<file path="src/rtl/bch_par_enc.sv">
module bch_par_enc #(
  parameter int M = 13,
  parameter int T = 15,
  parameter int W = 8,
  parameter logic [M:0] PRIM = 14'h201B
) (
  input  logic              clk,
  input  logic              rst_n,
  input  logic              start,
  input  logic [W-1:0]      din,
  input  logic              din_valid,
  input  logic              din_last,
  output logic [M*T-1:0]    parity,
  output logic              parity_valid
);
  localparam int PAR = M * T;

  function automatic logic [M-1:0] gf_mul(input logic [M-1:0] a, input logic [M-1:0] b);
    logic [M-1:0] r;
    r = '0;
    for (int i = M - 1; i >= 0; i--) begin
      r = {r[M-2:0], 1'b0} ^ (r[M-1] ? PRIM[M-1:0] : '0);
      if (b[i]) r = r ^ a;
    end
    return r;
  endfunction

  function automatic logic [PAR:0] gen_poly();
    logic [PAR:0] g, prod;
    logic [M:0][M-1:0] mp;
    logic [M-1:0] a, x1;
    x1 = '0; x1[1] = 1'b1;
    g = '0; g[0] = 1'b1;
    for (int i = 1; i < 2 * T; i += 2) begin
      a = '0; a[0] = 1'b1;
      for (int k = 0; k < i; k++) a = gf_mul(a, x1);
      mp = '0; mp[0][0] = 1'b1;
      for (int j = 0; j < M; j++) begin
        for (int k = M; k > 0; k--) mp[k] = mp[k-1] ^ gf_mul(a, mp[k]);
        mp[0] = gf_mul(a, mp[0]);
        a = gf_mul(a, a);
      end
      prod = '0;
      for (int k = 0; k <= M; k++) if (mp[k][0]) prod = prod ^ (g << k);
      g = prod;
    end
    return g;
  endfunction

  localparam logic [PAR:0]   GEN  = gen_poly();
  localparam logic [PAR-1:0] TAPS = GEN[PAR-1:0];

  logic [PAR-1:0] rem_q, rem_d, seed;
  logic           done_q;

  assign seed = start ? '0 : rem_q;

  always_comb begin
    logic fb;
    rem_d = seed;
    for (int i = W - 1; i >= 0; i--) begin
      fb    = rem_d[PAR-1] ^ din[i];
      rem_d = {rem_d[PAR-2:0], 1'b0} ^ ({PAR{fb}} & TAPS);
    end
  end

  always_ff @(posedge clk or negedge rst_n) begin
    if (!rst_n) begin
      rem_q  <= '0;
      done_q <= 1'b0;
    end else begin
      done_q <= din_valid & din_last;
      if (din_valid)  rem_q <= rem_d;
      else if (start) rem_q <= '0;
    end
  end

  assign parity       = rem_q;
  assign parity_valid = done_q;
endmodule

</file>
<file path="config.mk">
export PLATFORM = sky130hd
export DESIGN_NAME = bch_par_enc
export DESIGN_NICKNAME = d
export VERILOG_FILES = /design/src/rtl/bch_par_enc.sv
export SDC_FILE = /design/constraint.sdc
export NUM_CORES = 1
export LEC_CHECK = 0
export BUFFER_PORTS_ARGS = -buffer_cell sky130_fd_sc_hd__buf_2
export CAP_MARGIN = 20
export CORE_MARGIN = 10
export CORE_UTILIZATION = 58
export CTS_CLUSTER_DIAMETER = 200
export DETAILED_ROUTE_END_ITERATION = 8
export PLACE_DENSITY = 0.82
export REMOVE_ABC_BUFFERS = 1
export SLEW_MARGIN = 10
export SYNTH_ARGS = -nofsm -noshare
export SYNTH_HDL_FRONTEND = slang
export SYNTH_SLANG_ARGS = --single-unit
export TNS_END_PERCENT = 30
</file>
<file path="constraint.sdc">
create_clock -name clk -period 3.5 [get_ports clk]
set_input_delay 0.35 -clock clk [delete_from_list [all_inputs] [get_ports clk]]
set_output_delay 0.35 -clock clk [all_outputs]
set_load 0.02 [all_outputs]
</file>
==> PnR_summary.wiki <==
{| class="wikitable"
! Metric !! Value
|-
| Pre-CTS setup slack || 0.252 ns
|-
| Routed Antenna Nets || 0
|-
| Initial Utilization || 59.2%
|-
| Launch point of the worst path || parity[194]$_DFF_PN0_
|-
| Share of cells above drive strength 1 || 21.0%
|-
| Result of the run || completed
|-
| Unrepaired setup endpoints after global routing || no
|-
| Post-DR wirelength/cell || 23.8 µm
|-
| CTS H-tree depth || 4
|-
| Gpl congestion || 0.928
|-
| Cell count after placement || 1834
|-
| Fin worst setup slack || 0.264 ns
|-
| Dominant cell type by count on the critical path || sky130_fd_sc_hd__xnor3_1
|-
| Headroom to the max-slew limit || 26.8%
|-
| Clock buffers created by TritonCTS || 17
|-
| Commonest cells in the synthesized netlist || sky130_fd_sc_hd__dfrtp_1, sky130_fd_sc_hd__o22ai_1, sky130_fd_sc_hd__xnor2_1
|-
| Buffers from clock root to sink, at most || 2
|-
| Register clock-pin slew on the reported worst setup and hold paths || 0.07 ns
|-
| Remaining design rule violation count || 0
|-
| Mapped cell area || 0.0130 mm²
|-
| Number of nets in the layout || 1587
|-
| Critical path launch point type || register
|-
| Kind of end point of the critical path || register
|-
| Critical hold path startpoint || din_last
|-
| Starting DRT DRC Count || 1852
|-
| Bufs and invs on worst path || 0
|-
| Vias after detailed routing || 12015
|-
| Hold Vio Cnt, Final || 0
|-
| Number of placed I/O pins || 209
|-
| Sequential-to-total area share from yosys stat || 37.7%
|-
| Cell variety after synth || 45
|-
| Min-delay worst type || in -> reg
|-
| Yosys top cell area share || 37.7%
|-
| Final number of max-transition violations || 0
|-
| Wire length of the first global-routing pass || 67.2 mm
|-
| Root buffer selected by CTS || sky130_fd_sc_hd__clkbuf_16
|-
| Height of the die || 170 µm
|-
| RR Startpoint || parity[194]$_DFF_PN0_
|-
| Final clock period utilization by the worst path || 92.5%
|-
| Number of optimization iterations in the first detailed-route pass || 8
|-
| Post-route worst hold slack || 0.122 ns
|-
| # port buffers || 208
|-
| Cell family with the largest share of critical-path delay || XOR/XNOR gates
|-
| Antenna Cells || 0
|-
| Cells traversed along the worst timing path || xnor2_1 > nor2_2 > xnor3_1 > xnor3_1 > xnor3_1 > o211ai_1 > o211ai_1
|-
| Shortest period the worst path allows || 3.24 ns
|-
| Cell type of the slowest stage on the worst timing path || sky130_fd_sc_hd__xnor3_1
|-
| Die X-Extent || 170 µm
|-
| Die footprint || 0.0288 mm²
|-
| FF+latch count, synth || 196
|-
| Synth Instances || 1409
|-
| Largest stage delay on the critical path || 0.96 ns
|-
| Worst Path Class, Setup || reg -> reg
|-
| Fmax || 309 MHz
|-
| Area growth from synthesis to layout || 15.0%
|-
| Count of non-filler cells in the finished layout || 1865
|-
| Async S/R FF share, synth || 100%
|-
| Count leader, synth || sky130_fd_sc_hd__dfrtp_1
|-
| Setup violations, final || 0
|-
| Worst clock skew on the final layout || 0.00697 ns
|-
| Post-detail-place hpwl || 31.5 mm
|-
| Synth Area per Inst || 9.23 µm²
|-
| Vias in the first global route || 11350
|-
| Std-Cell Rows || 54
|-
| Placeable core area || 0.0220 mm²
|-
| Count of cells resized by post-cts repair || 0
|-
| Pin count of the biggest net entering global routing || 169
|-
| Clock network latency to the later pin of the worst-skew pair || 0.44 ns
|-
| Antenna violations before repair || 1
|-
| Tot GR Track Use || 30.0%
|-
| Number of warnings reported in the yosys synthesis log || 0
|-
| Total congestion overflow || 0
|-
| Total clock sinks || 196
|-
| Biggest area consumer among synthesized cells || sky130_fd_sc_hd__dfrtp_1
|-
| Final WL || 44.3 mm
|-
| Worst Path Arrival || 3.55 ns
|-
| Critical path fanouts, max || 12
|-
| Routed via count divided by cell count || 6.44
|-
| Max-cap viol count || 0
|-
| Required time at the worst-slack endpoint || 3.82 ns
|-
| Number of synthesized flops with an enable pin || 0
|-
| Prevailing post-synth register cell || sky130_fd_sc_hd__dfrtp_1
|-
| Main area contributors after synthesis || sky130_fd_sc_hd__dfrtp_1, sky130_fd_sc_hd__xnor2_1, sky130_fd_sc_hd__o22ai_1
|-
| Worst-margin pin slew || 1.10 ns
|-
| CTS tree || done
|-
| Buffer count from post-CTS setup fixing || 0
|}
==> metal layers <==
metal  up-vias  global-route usage [%]  routed length [µm]
met5         -                       0                   0
met4         0                    12.5                1810
met3       131                    8.09                5290
met2       753                    45.5               20000
met1      5809                    39.7               17200
li1       5322                       -                   -
==> placed cells by master (no fill, tap or decap), types with 48 or more instances in the layout <==
cell type / count
sky130_fd_sc_hd__buf_4: 51
sky130_fd_sc_hd__xnor2_1: 132
sky130_fd_sc_hd__inv_1: 86
sky130_fd_sc_hd__buf_2: 205
sky130_fd_sc_hd__o21ai_0: 112
sky130_fd_sc_hd__a31oi_1: 110
sky130_fd_sc_hd__o22ai_1: 141
sky130_fd_sc_hd__dfrtp_1: 196
sky130_fd_sc_hd__nor2_1: 98
sky130_fd_sc_hd__a21oi_1: 48
sky130_fd_sc_hd__nor2b_1: 85
==> final timing paths <==
path	slack, ns	endpoint	depth (start not counted)
worst min-delay path	0.12	parity_valid$_DFF_PN0_	2
worst max-delay path	0.26	parity[97]$_DFF_PN0_	7
worst min register to register	0.56	parity[73]$_DFF_PN0_	2
worst max register to register	0.26	parity[97]$_DFF_PN0_	7
min in group asynchronous	0.46	parity[140]$_DFF_PN0_	2
max in group asynchronous	2.13	parity[80]$_DFF_PN0_	3
==> registers in the layout (all words and copies together) (netlist names) <==
name	count
parity_valid	1
parity	195
==> logic make-up (layout without fill, tap and decap cells) <==
family	Yosys count	count (layout)	synth area share (%)
mux	7	7	0.558
buf+inv	204	380	6.46
simple gates	288	288	11.1
compound gates	498	498	23.5
xor+xnor	216	216	20.6
flops	196	196	37.7
==> metrics by stage <==
stage	setup TNS [ns]	utilization (%)	instance area, µm²
3_3_place_gp	0	65.4	14400
6_report	0	68.1	15000
2_1_floorplan	-0.724	-	12500
5_1_grt	0	68.1	15000
3_5_place_dp	0	65.4	14400
4_1_cts	0	68.1	15000
==> timing repair <==
item / 4_1_cts / 5_1_grt
hold buffers: 1 / 0
endpoints found under the hold margin: 62 / 0
endpoints found under the setup margin: 0 / 0
==> final cells by class <==
cell class,instances,area (µm²)
repair buffers,262,1500
clock inverters,12,155
clock buffers,18,429
fillers,1740,7010
multi-input cells,1009,7280
flip-flops and latches,196,4900
well taps,280,350
inverters,88,330
Power is not shown: default switching activity piles up to over one toggle a cycle in this logic, so the estimate is an artifact.
